## config.mk

```make
export PLATFORM = sky130hd
export DESIGN_NAME = sd_ident_seq
export DESIGN_NICKNAME = d
export VERILOG_FILES = /design/src/rtl/sdi_pkg.sv /design/src/rtl/sdi_deadline.sv /design/src/rtl/sdi_clk_sel.sv /design/src/rtl/sdi_cmd_fmt.sv /design/src/rtl/sd_ident_seq.sv
export SDC_FILE = /design/constraint.sdc
export NUM_CORES = 1
export LEC_CHECK = 0
export ABC_AREA = 1
export BUFFER_PORTS_ARGS = -buffer_cell sky130_fd_sc_hd__clkbuf_2
export CELL_PAD_IN_SITES_DETAIL_PLACEMENT = 0
export CELL_PAD_IN_SITES_GLOBAL_PLACEMENT = 2
export CORE_MARGIN = 2
export CORE_UTILIZATION = 28
export CTS_CLUSTER_DIAMETER = 100
export DETAILED_ROUTE_END_ITERATION = 8
export GPL_ROUTABILITY_DRIVEN = 0
export PLACE_DENSITY = 0.82
export SLEW_MARGIN = 20
export SYNTH_ARGS = -nofsm -noshare
export SYNTH_HDL_FRONTEND = slang
export SYNTH_SLANG_ARGS = --single-unit
export TNS_END_PERCENT = 100
```

## constraint.sdc

```tcl
create_clock -name clk_i -period 2.55 [get_ports clk_i]
set_clock_uncertainty 0.1 [all_clocks]
set_input_delay 0.51 -clock clk_i [delete_from_list [all_inputs] [get_ports clk_i]]
set_output_delay 0.51 -clock clk_i [all_outputs]
set_load 0.01 [all_outputs]
```

## src/rtl/sdi_pkg.sv

```systemverilog
package sdi_pkg;
  typedef enum logic [3:0] {
    ST_IDLE, ST_RST, ST_IFC, ST_APP, ST_OPC,
    ST_CID, ST_RCA, ST_CSD, ST_SEL, ST_DONE, ST_FAIL
  } sdi_state_e;

  typedef enum logic [2:0] {
    ERR_NONE = 3'd0, ERR_RESET = 3'd1, ERR_TIMEOUT = 3'd2, ERR_CID = 3'd3,
    ERR_RCA = 3'd4, ERR_CSD = 3'd5, ERR_SEL = 3'd6
  } sdi_err_e;

  typedef enum logic [1:0] {
    CLK_IDENT = 2'd0, CLK_FULL = 2'd1, CLK_HALF = 2'd2, CLK_QUARTER = 2'd3
  } sdi_clk_e;

  localparam int IDX_W = 6;
  localparam int ARG_W = 32;
  localparam int RCA_W = 16;
  localparam logic [ARG_W-1:0] IFC_ARG  = 32'h0000_01AA;
  localparam logic [11:0]      IFC_ECHO = 12'h1AA;
  localparam logic [ARG_W-1:0] OPC_ARG  = 32'h00FF_8000;
  localparam int OCR_BUSY_BIT = 31;
  localparam int OCR_HCS_BIT  = 30;
endpackage

```

## src/rtl/sdi_deadline.sv

```systemverilog
module sdi_deadline #(
  parameter int unsigned LIMIT = 1000,
  localparam int W = $clog2(LIMIT + 1)
) (
  input  logic clk_i,
  input  logic rst_ni,
  input  logic arm_i,
  input  logic run_i,
  output logic expired_o
);
  logic [W-1:0] cnt_q;

  always_ff @(posedge clk_i or negedge rst_ni) begin
    if (!rst_ni)                             cnt_q <= '0;
    else if (arm_i)                          cnt_q <= '0;
    else if (run_i && cnt_q != W'(LIMIT))    cnt_q <= cnt_q + 1'b1;
  end

  assign expired_o = (cnt_q == W'(LIMIT));


  expired_sticky_chk: assert property (@(posedge clk_i) disable iff (!rst_ni)
    (expired_o && !arm_i) |=> expired_o);
endmodule

```

## src/rtl/sdi_clk_sel.sv

```systemverilog
module sdi_clk_sel
  import sdi_pkg::*;
(
  input  logic       clk_i,
  input  logic       rst_ni,
  input  logic       ident_i,
  input  logic       op_i,
  input  logic [1:0] speed_i,
  output sdi_clk_e   div_o
);
  sdi_clk_e op_sel;

  always_comb begin
    unique case (speed_i)
      2'd0:    op_sel = CLK_FULL;
      2'd1:    op_sel = CLK_HALF;
      default: op_sel = CLK_QUARTER;
    endcase
  end

  always_ff @(posedge clk_i or negedge rst_ni) begin
    if (!rst_ni)      div_o <= CLK_IDENT;
    else if (ident_i) div_o <= CLK_IDENT;
    else if (op_i)    div_o <= op_sel;
  end


  op_switch_chk: assert property (@(posedge clk_i) disable iff (!rst_ni)
    (op_i && !ident_i) |=> div_o != CLK_IDENT);
endmodule

```

## src/rtl/sdi_cmd_fmt.sv

```systemverilog
module sdi_cmd_fmt
  import sdi_pkg::*;
(
  input  sdi_state_e        state_i,
  input  logic              v2_i,
  input  logic [RCA_W-1:0]  rca_i,
  output logic [IDX_W-1:0]  idx_o,
  output logic [ARG_W-1:0]  arg_o,
  output logic              resp_o,
  output logic              long_o
);
  logic [ARG_W-1:0] rca_arg;
  assign rca_arg = {rca_i, {(ARG_W-RCA_W){1'b0}}};

  always_comb begin
    idx_o  = '0;
    arg_o  = '0;
    resp_o = 1'b0;
    long_o = 1'b0;
    unique case (state_i)
      ST_IFC: begin idx_o = 6'd8;  arg_o = IFC_ARG; resp_o = 1'b1; end
      ST_APP: begin idx_o = 6'd55; resp_o = 1'b1; end
      ST_OPC: begin
        idx_o  = 6'd41;
        arg_o  = OPC_ARG;
        arg_o[OCR_HCS_BIT] = v2_i;
        resp_o = 1'b1;
      end
      ST_CID: begin idx_o = 6'd2; resp_o = 1'b1; long_o = 1'b1; end
      ST_RCA: begin idx_o = 6'd3; resp_o = 1'b1; end
      ST_CSD: begin idx_o = 6'd9; arg_o = rca_arg; resp_o = 1'b1; long_o = 1'b1; end
      ST_SEL: begin idx_o = 6'd7; arg_o = rca_arg; end
      default: ;
    endcase
  end
endmodule

```

## src/rtl/sd_ident_seq.sv

```systemverilog
module sd_ident_seq
  import sdi_pkg::*;
#(
  parameter int unsigned TIMEOUT_CYC = 250_000_000
) (
  input  logic        clk_i,
  input  logic        rst_ni,
  input  logic        start_i,
  input  logic [1:0]  op_speed_i,
  output logic        cmd_start_o,
  output logic [5:0]  cmd_idx_o,
  output logic [31:0] cmd_arg_o,
  output logic        cmd_resp_o,
  output logic        cmd_long_o,
  input  logic        cmd_done_i,
  input  logic        cmd_ok_i,
  input  logic [31:0] cmd_resp_i,
  output logic        busy_o,
  output logic        ready_o,
  output logic        hc_o,
  output logic [2:0]  err_o,
  output logic [1:0]  clk_div_o,
  output logic [15:0] rca_o
);
  sdi_state_e state_q;
  sdi_err_e   err_q;
  logic       issued_q, v2_q, hc_q;
  logic [RCA_W-1:0] rca_q;
  logic       in_step, start_go, fin, expired, op_go;
  sdi_clk_e   div;

  assign in_step  = !(state_q inside {ST_IDLE, ST_DONE, ST_FAIL});
  assign start_go = start_i && !in_step;
  assign fin      = in_step && issued_q && cmd_done_i;
  assign op_go    = fin && state_q == ST_SEL && cmd_ok_i;

  always_ff @(posedge clk_i or negedge rst_ni) begin
    if (!rst_ni) begin
      state_q <= ST_IDLE; err_q <= ERR_NONE; issued_q <= 1'b0;
      v2_q <= 1'b0; hc_q <= 1'b0; rca_q <= '0;
    end else if (start_go) begin
      state_q <= ST_RST; err_q <= ERR_NONE; issued_q <= 1'b0;
      v2_q <= 1'b0; hc_q <= 1'b0; rca_q <= '0;
    end else if (in_step && !issued_q) begin
      issued_q <= 1'b1;
    end else if (fin) begin
      issued_q <= 1'b0;
      unique case (state_q)
        ST_RST: if (cmd_ok_i) state_q <= ST_IFC;
                else begin state_q <= ST_FAIL; err_q <= ERR_RESET; end
        ST_IFC: begin
          v2_q    <= cmd_ok_i && cmd_resp_i[11:0] == IFC_ECHO;
          state_q <= ST_APP;
        end
        ST_APP: state_q <= ST_OPC;
        ST_OPC:
          if (cmd_ok_i && cmd_resp_i[OCR_BUSY_BIT]) begin
            hc_q <= cmd_resp_i[OCR_HCS_BIT]; state_q <= ST_CID;
          end else if (expired) begin
            state_q <= ST_FAIL; err_q <= ERR_TIMEOUT;
          end else state_q <= ST_APP;
        ST_CID: if (cmd_ok_i) state_q <= ST_RCA;
                else begin state_q <= ST_FAIL; err_q <= ERR_CID; end
        ST_RCA: if (cmd_ok_i) begin
                  rca_q <= cmd_resp_i[31:32-RCA_W]; state_q <= ST_CSD;
                end else begin state_q <= ST_FAIL; err_q <= ERR_RCA; end
        ST_CSD: if (cmd_ok_i) state_q <= ST_SEL;
                else begin state_q <= ST_FAIL; err_q <= ERR_CSD; end
        ST_SEL: if (cmd_ok_i) state_q <= ST_DONE;
                else begin state_q <= ST_FAIL; err_q <= ERR_SEL; end
        default: state_q <= ST_IDLE;
      endcase
    end
  end

  sdi_deadline #(.LIMIT(TIMEOUT_CYC)) u_deadline (
    .clk_i, .rst_ni,
    .arm_i     (state_q == ST_IFC),
    .run_i     (state_q inside {ST_APP, ST_OPC}),
    .expired_o (expired)
  );

  sdi_clk_sel u_clk_sel (
    .clk_i, .rst_ni,
    .ident_i (start_go),
    .op_i    (op_go),
    .speed_i (op_speed_i),
    .div_o   (div)
  );

  sdi_cmd_fmt u_fmt (
    .state_i (state_q),
    .v2_i    (v2_q),
    .rca_i   (rca_q),
    .idx_o   (cmd_idx_o),
    .arg_o   (cmd_arg_o),
    .resp_o  (cmd_resp_o),
    .long_o  (cmd_long_o)
  );

  assign cmd_start_o = in_step && !issued_q;
  assign busy_o      = in_step;
  assign ready_o     = (state_q == ST_DONE);
  assign hc_o        = hc_q;
  assign err_o       = err_q;
  assign clk_div_o   = div;
  assign rca_o       = rca_q;


  start_pulse_chk: assert property (@(posedge clk_i) disable iff (!rst_ni)
    cmd_start_o |=> !cmd_start_o);

  fields_hold_chk: assert property (@(posedge clk_i) disable iff (!rst_ni)
    (busy_o && !cmd_start_o && !cmd_done_i) |=> $stable(cmd_idx_o) && $stable(cmd_arg_o));

  ident_clk_chk: assert property (@(posedge clk_i) disable iff (!rst_ni)
    busy_o |-> clk_div_o == 2'd0);

  first_cmd_chk: assert property (@(posedge clk_i) disable iff (!rst_ni)
    $rose(busy_o) |-> cmd_start_o && cmd_idx_o == 6'd0 && !cmd_resp_o);

  ready_err_chk: assert property (@(posedge clk_i) disable iff (!rst_ni)
    !(ready_o && err_o != 3'd0));

  quiet_fail_chk: assert property (@(posedge clk_i) disable iff (!rst_ni)
    (err_o != 3'd0) |-> !cmd_start_o);
endmodule

```

==> flow_summary.toml, run 1 <==
[setup_path]
reg2reg_slack_ns = 0.32
end_kind = "output port"
reg2reg_to = "u_deadline.cnt_q[17]"
r2r-start = "state_q[2]"
cp-start-kind = "flop"
critPathArrivalTime_ns = 1.87
required_ns = 1.94
path_max_fanout = 15
criticalPathCategory = "reg2out"
ff2ff_path_depth = 9

[cts]
clkSinkCount = 56
htreeDepth = 2
cts_tree = "done"
clkTransAtPathRegs_ns = 0.08
cts_made_buffers = 5
clock_path_buffers = 2
clock_latency_ns = 0.32
root_buffer = "clkbuf_16"

[layout]
most-common-layout-cells = "nand2_1, clkbuf_2, inv_1, nor2_1, nand3_1"
final_common_cell = "nand2_1"
drive_gt1_frac = 0.243
n_antenna_cell = 0
fin_util = 0.348
final_area_mm2 = 0.00457
area.growth.synth_to_final_pct = 22.3
finalNetCount = 677

[floorplan]
num_io_pins = 104
fp.dieArea_mm2 = 0.0143
die_height_um = 119
core_area_mm2 = 0.0131
start_util = 0.284
rows = 42
die_x_um = 119

[timing]
tightest_slew_ns = 0.720
setup_viol = 0
hold_ws_ns = 0.140
max_freq_mhz = 404
post-route-min-period_ns = 2.48
worst_slack_ns = 0.0725
slew_violations = 0
slew_headroom = 0.520
hold_viol = 0
rsz0062_at_grt = "true"
period_share = 0.972

[flow_run]
maxCapViolCount = 0

[synthesis]
synthFlopType = "dfrtp_1"
yosysSeqAreaShare = 0.375
synthCells = 542
synth_edf_count = 0
synth_area_mm2 = 0.00373
yosys_warnings = 0
synth_cell_types = 35
postSynth.asyncResetShare = 1.00
ys_seq_elements = 56
avgSynthCellArea_um2 = 6.89

[outcome]
status = "complete, no violations"

[pwr]
seqPwrFrac = 0.301
leakagePower_uw = 0.00223
switching_share = 0.473
power.density_mw_per_mm2 = 931
p_clk_frac = 0.183
p_sw_uw = 2010
combPwrFrac = 0.516
peakVddDrop_v = 0.000475
p_int_uw = 2240
total_power_uw = 4250

[global_routing]
grtUsageTotal = 0.159
antenna_found_initial = 0
grt_max_degree = 27
first_global_vias = 3590
grt_pass1_wl_um = 18100
gr-total-overflow = 0

[place]
place_ws_ns = 0.224
dp_hpwl_um = 8260
io_buffers = 89
post_dp_cell_area_mm2 = 0.00430

[worst_hold_path]
hold_class = "in2async"

[detailed_routing]
antenna_left = 0
vias = 3769
drt_pass1_iterations = 4
drtIter0Drc = 224
viasPerCell = 4.64
drc = 0
wl_per_cell_um = 13.7
routed_wl_um = 11100
-- area by class of cell --
| cell class | instances | area [um^2] |
|---|---|---|
| Clock buffer | 5 | 125 |
| Clock inverter | 3 | 28.8 |
| Tap cell | 176 | 220 |
| Sequential cell | 56 | 1410 |
| Multi-Input combinational cell | 392 | 1900 |
| Timing Repair Buffer | 105 | 591 |
| Inverter | 76 | 292 |
| Fill cell | 1491 | 8570 |
-- synthesized netlist by cell type (5+ instances only) --
library cell / n / area [um^2]
nand2_1: 126 / 473
inv_1: 69 / 259
nor2_1: 66 / 248
nand3_1: 63 / 315
dfrtp_1: 56 / 1400
o21ai_0: 46 / 230
buf_4: 15 / 113
nand4_1: 15 / 93.8
nor3_1: 11 / 55.1
o21ai_2: 10 / 87.6
o21ai_1: 9 / 45.0
inv_2: 6 / 22.5
a21oi_1: 5 / 25.0
buf_2: 5 / 25.0
-- routing by layer --
layer / up-vias / GRT usage / part of all wire
li1: 1909 / - / -
met1: 1735 / 0.213 / 0.47
met2: 114 / 0.253 / 0.45
met3: 11 / 0.0489 / 0.066
met4: 0 / 0.0360 / 0.010
met5: - / 0 / 0
-- state kept, by name (all words and copies together), names as in the netlist --
name,cells
hc_o,1
v2_q,1
state_q,4
u_clk_sel.div_o,2
rca_o,16
u_deadline.cnt_q,28
err_o,3
issued_q,1
-- per-stage QoR --
step / cells / TNS, ns
5_1_grt: 813 / -0.136
3_3_place_gp: 796 / 0
2_1_floorplan: 551 / 0
4_1_cts: 806 / 0
3_5_place_dp: 796 / 0
6_report: 813 / 0
-- cells by family after synthesis --
kind of cell / synth area share
fa+ha+maj: 0.00670
simple gates: 0.362
flops: 0.375
xor+xnor: 0.00938
other cells: 0.00100
compound gates: 0.116
buf+inv: 0.129
-- power groups by stage --
stage | clock network [uW] | registers (uW) | logic [uW]
after floorplan | 0 | 1330 | 1370
after global placement | 0 | 1280 | 2060
after detailed placement | 0 | 1280 | 2080
after CTS | 815 | 1280 | 2120
after global routing | 839 | 1310 | 2430
final | 778 | 1280 | 2190
-- worst max-delay path: stages, from the launching register on --
cell and delay, ns:
dfrtp_2 0.44, inv_2 0.07, nor2_4 0.16, nand2_1 0.12, nand2_2 0.14, clkinvlp_4 0.13, buf_12 0.16, o21ai_0 0.17
clkbuf_2 0.16
-- how the worst max path moves through the flow --
stage / end / slack, ns / from / cells after the start
floorplan: cmd_arg_o[19] / 0.43 / state_q[0] / 6
global placement: cmd_arg_o[22] / 0.22 / state_q[1] / 6
detailed placement: cmd_arg_o[20] / 0.22 / state_q[2] / 7
CTS: cmd_arg_o[20] / 0.02 / state_q[2] / 8
global route: cmd_arg_o[21] / -0.03 / state_q[2] / 8
finish: cmd_arg_o[17] / 0.07 / state_q[2] / 8
-- what timing repair did --
item                       4_1_cts  5_1_grt
pin swaps                        0        3
gates resized for setup          7        7
setup endpoints to repair       15       13
hold buffers                     0        0
buffers inserted                 2        7
Power figures use the tool's default switching activity.
==> run 2: changes to the inputs <==
Settings changed: CORE_MARGIN 2 to not set.
==> run 2 against run 1 <==
  * Worst hold slack worse by 0.063 ns
  * Combinational power about the same
  * Cell count unchanged
  * Sequential power about the same
  * Critical path depth up 1
  * Count of clock-buffer cells in the layout unchanged
  * Global-route usage up 0.54 points
  * Sequential share of layout area up 0.074 points
==> flow_summary.toml, run 2 (same netlist as run 1, synthesis figures left out) <==
[detailed_routing]
wl_met2_um = 5130
drc = 0
wl_met1_um = 5290
maxUsedRoutingLayer = "met4"
drtIter0Drc = 186
drt_pass1_iterations = 4
wl_per_cell_um = 13.7
vias = 3767
wl_met3_um = 629
antenna_left = 0
viasPerCell = 4.63
routed_wl_um = 11200

[worst_hold_path]
hold_class = "in2async"

[setup_path]
end_kind = "output port"
ff2ff_path_depth = 9
startpoint = "state_q[3]"
timing.critical_path.mode_cell = "buf_4"
critPathSlowestCell = "dfrtp_1"
required_ns = 1.94
reg2reg_slack_ns = 0.38
cp-start-kind = "flop"
r2r-start = "state_q[2]"
reg2reg_to = "u_deadline.cnt_q[17]"
path_cells = "inv_1 > nor2_4 > nand2_1 > nand2_2 > clkinvlp_4 > buf_4 > buf_4 > nor2_1 > clkbuf_2"
critPathArrivalTime_ns = 1.83
slowest_delay_ns = 0.41
criticalPathCategory = "reg2out"
path_max_fanout = 5

[global_routing]
gr-total-overflow = 0
first_global_vias = 3542
antenna_found_initial = 0
grtUsageTotal = 0.165
grt_max_degree = 39
grt_pass1_wl_um = 18000

[layout]
final_area_mm2 = 0.00455
area.growth.synth_to_final_pct = 21.9
drive_gt1_frac = 0.246
fillers = 1428
multi_input_area_mm2 = 0.00190
most-common-layout-cells = "nand2_1, clkbuf_2, inv_1, nor2_1, nand3_1"
finalNetCount = 681
fin_util = 0.355
largest_reg_flops = 28
largest_register = "u_deadline.cnt_q"
final_common_cell = "nand2_1"
n_antenna_cell = 0
seq_area_mm2 = 0.00141

[pwr]
p_sw_uw = 2000
p_int_uw = 2230
seqPwrFrac = 0.302
switching_share = 0.473
p_clk_frac = 0.176
combPwrFrac = 0.522
leakagePower_uw = 0.00224
peakVddDrop_v = 0.000440
power.density_mw_per_mm2 = 929
total_power_uw = 4230

[place]
post_dp_cell_area_mm2 = 0.00430
place_ws_ns = 0.240
dp_hpwl_um = 8150
io_buffers = 89

[cts]
htreeDepth = 2
clock_path_buffers = 2
cts_tree = "done"
clkTransAtPathRegs_ns = 0.08
ctsHoldBuffers = 0
root_buffer = "clkbuf_16"
cts_made_buffers = 5
clkSinkCount = 56
clock_latency_ns = 0.31

[timing]
worst_slack_ns = 0.108
fin_tns_setup_ns = 0
rsz0062_at_grt = "false"
slew_violations = 0
hold_viol = 0
period_share = 0.957
tightest_slew_ns = 0.661
post-route-min-period_ns = 2.44
slew_headroom = 0.556
setup_viol = 0
max_freq_mhz = 410

[floorplan]
fp.dieArea_mm2 = 0.0138
die_height_um = 117
rows = 41
num_io_pins = 104
core_area_mm2 = 0.0128
start_util = 0.291
die_x_um = 117

[outcome]
status = "complete, no violations"

[flow_run]
maxCapViolCount = 0
==> run 2: power groups by stage <==
stage	logic (uW)	registers (uW)	clock network [uW]
after floorplan	1370	1330	0
after global placement	2090	1280	0
after detailed placement	2100	1270	0
after CTS	2140	1280	778
after global routing	2450	1300	808
final	2210	1270	744
==> run 2: per-layer routing <==
metal | GRT usage | vias up
li1 | - | 1917
met1 | 0.218 | 1731
met2 | 0.264 | 109
met3 | 0.0455 | 10
met4 | 0.0449 | 0
met5 | 0 | -
==> run 2: worst max path at each step <==
stage / to / cells after the start / slack (ns)
2_1_floorplan: cmd_arg_o[19] / 6 / 0.43
3_3_place_gp: cmd_arg_o[22] / 6 / 0.28
3_5_place_dp: cmd_arg_o[18] / 6 / 0.24
4_1_cts: cmd_arg_o[26] / 9 / 0.06
5_1_grt: cmd_arg_o[29] / 9 / 0.01
6_report: cmd_arg_o[25] / 9 / 0.11
==> run 2: through the flow <==
| step | hold slack (ns) | cells |
|---|---|---|
| after floorplan | 0.114 | 551 |
| after global placement | 0.390 | 794 |
| after detailed placement | 0.393 | 794 |
| after CTS | 0.0829 | 807 |
| after global routing | 0.0930 | 813 |
| final | 0.0778 | 813 |
==> run 2: cell type report <==
class	count	area share
Timing Repair Buffer	109	0.130
Inverter	76	0.0641
Multi-Input combinational cell	392	0.417
Clock inverter	3	0.00495
Tap cell	172	0.0473
Clock buffer	5	0.0275
Sequential cell	56	0.309
==> run 2: worst max-delay path: cells and delay by family (launching register included) <==
kind	cells	cell delay, ns
flip-flops	1	0.41
AND/OR/NAND/NOR	4	0.45
buffers and inverters	5	0.67
==> run 2: timing repair <==
| action | in CTS | in global routing |
|---|---|---|
| resized for setup | 6 | 3 |
| pin swaps | 0 | 2 |
| endpoints found under the setup margin | 8 | 13 |
| buffers inserted | 5 | 6 |
==> run 3: changes to the inputs <==
Settings changed: CAP_MARGIN set to 15.
Clock period 2.55 ns to 2.7 ns, I/O delays scaled along.
==> run 3 against run 2 <==
  * First-iteration DRC count increased by 1.1%
  * Worst hold slack improved by 0.082 ns
  * Count of clock-buffer cells in the layout increased by 1
  * Non-clock buffer count decreased by 9
  * Sequential power decreased by 5%
  * Largest power group unchanged
==> flow_summary.toml, run 3 (same netlist as run 1, synthesis figures left out) <==
[global_routing]
grtUsageMet2 = 0.259
antenna_found_initial = 0
gr-total-overflow = 0
grt_util_met1 = 0.220
first_global_vias = 3614
grt_util_met3 = 0.0388
grt_max_degree = 30
grtUsageTotal = 0.165
grt.busiest_layer = "met2"
grt_pass1_wl_um = 18100

[floorplan]
rows = 41
core_area_mm2 = 0.0128
num_io_pins = 104
die_x_um = 117
die_height_um = 117
start_util = 0.291
fp.dieArea_mm2 = 0.0138

[worst_hold_path]
hold_class = "in2async"

[setup_path]
critPathArrivalTime_ns = 1.89
cp-start-kind = "flop"
path_max_fanout = 7
criticalPathCategory = "reg2out"
end_kind = "output port"
path_cells = "inv_2 > nor2_4 > nand2_1 > nand2_2 > clkinvlp_4 > buf_4 > buf_12 > nor2_1 > clkbuf_2"
required_ns = 2.06
slowest_delay_ns = 0.43
critPathSlowestCell = "dfrtp_1"

[cts]
clock_path_buffers = 2
root_buffer = "clkbuf_16"
clkSinkCount = 56
cts_tree = "done"
ctsHoldBuffers = 0
clock_latency_ns = 0.31
htreeDepth = 2
clkTransAtPathRegs_ns = 0.07
cts_made_buffers = 5

[timing]
tightest_slew_ns = 0.677
fin_tns_setup_ns = 0
post-route-min-period_ns = 2.53
slew_violations = 0
slew_headroom = 0.549
setup_viol = 0
rsz0062_at_grt = "false"
hold_viol = 0
worst_slack_ns = 0.173
hold_ws_ns = 0.160
period_share = 0.936
max_freq_mhz = 396

[layout]
area.growth.synth_to_final_pct = 21.5
largest_reg_flops = 28
finalNetCount = 672
final_common_cell = "nand2_1"
most-common-layout-cells = "nand2_1, clkbuf_2, inv_1, nor2_1, nand3_1"
drive_gt1_frac = 0.233
n_antenna_cell = 0
largest_register = "u_deadline.cnt_q"
layout.cells.non_filler = 804
fillers = 1390

[place]
dp_cells = 791
place_ws_ns = 0.379
io_buffers = 89
dp_hpwl_um = 8000

[detailed_routing]
drt_pass1_iterations = 4
drc = 0
viasPerCell = 4.70
routed_wl_um = 11000
drtIter0Drc = 188
antenna_left = 0
vias = 3777
wl_per_cell_um = 13.7

[pwr]
peakVddDrop_v = 0.000448
power.density_mw_per_mm2 = 887
leakagePower_uw = 0.00222

[flow_run]
maxCapViolCount = 0

[outcome]
status = "complete, no violations"
run 3: cell types whose count changed in the layout (fill, tap and decap cells not counted), sizes merged:
cell    previous run  this run
buf               20        11
bufinv             0         1
clkbuf            94        95
clkinv             2         1
inv               76        75
run 3: what timing repair did:
item	4_1_cts	5_1_grt
setup buffers	0	5
setup endpoints to repair	0	15
endpoints found under the hold margin	0	0
gates resized for setup	0	7
run 3: report_power, final:
group	leakage (uW)	internal [uW]	total (uW)	switching (uW)
Combinational	0.00139	656	2010	1350
Clock	0.0000871	466	801	335
Sequential	0.000739	1050	1210	164
run 3: stage by stage:
stage	utilization	area, um^2	power [uW]
2_1_floorplan	-	3770	2550
3_3_place_gp	0.335	4290	3160
3_5_place_dp	0.335	4290	3180
4_1_cts	0.348	4470	4010
5_1_grt	0.354	4540	4350
6_report	0.354	4540	4020
run 3: worst paths after layout:
check	slack, ns	start	endpoint	cells past startpoint
max in group asynchronous	1.73	rst_ni	state_q[0]	2
min in group clk_i	0.37	cmd_resp_i[17]	rca_o[1]	3
setup reg to reg	0.55	state_q[1]	rca_o[4]	10
setup / recovery	0.17	state_q[2]	cmd_arg_o[29]	9
hold / removal	0.16	rst_ni	u_deadline.cnt_q[26]	1
hold reg to reg	0.43	err_o[0]	err_o[0]	2
run 3: critical path: cells and delay by family, from the launching register on:
| kind | cells | cell delay, ns |
|---|---|---|
| buffers and inverters | 5 | 0.61 |
| and+or+nand+nor | 4 | 0.53 |
| DFF | 1 | 0.43 |
run 3: cell type report:
| type | instances | area (um^2) | share of cell area |
|---|---|---|---|
| tap | 172 | 215 | 0.0474 |
| inverter | 76 | 292 | 0.0643 |
| clock inverter | 2 | 38.8 | 0.00855 |
| timing repair buffer | 100 | 551 | 0.121 |
| multi-input combinational | 392 | 1900 | 0.418 |
| clock buffer | 6 | 139 | 0.0306 |
| sequential | 56 | 1400 | 0.309 |
run 3: metal layers:
layer,share of wire,wire [um]
met1,0.48,5240
met2,0.45,4980
met3,0.059,655
met4,0.012,133
met5,0,0
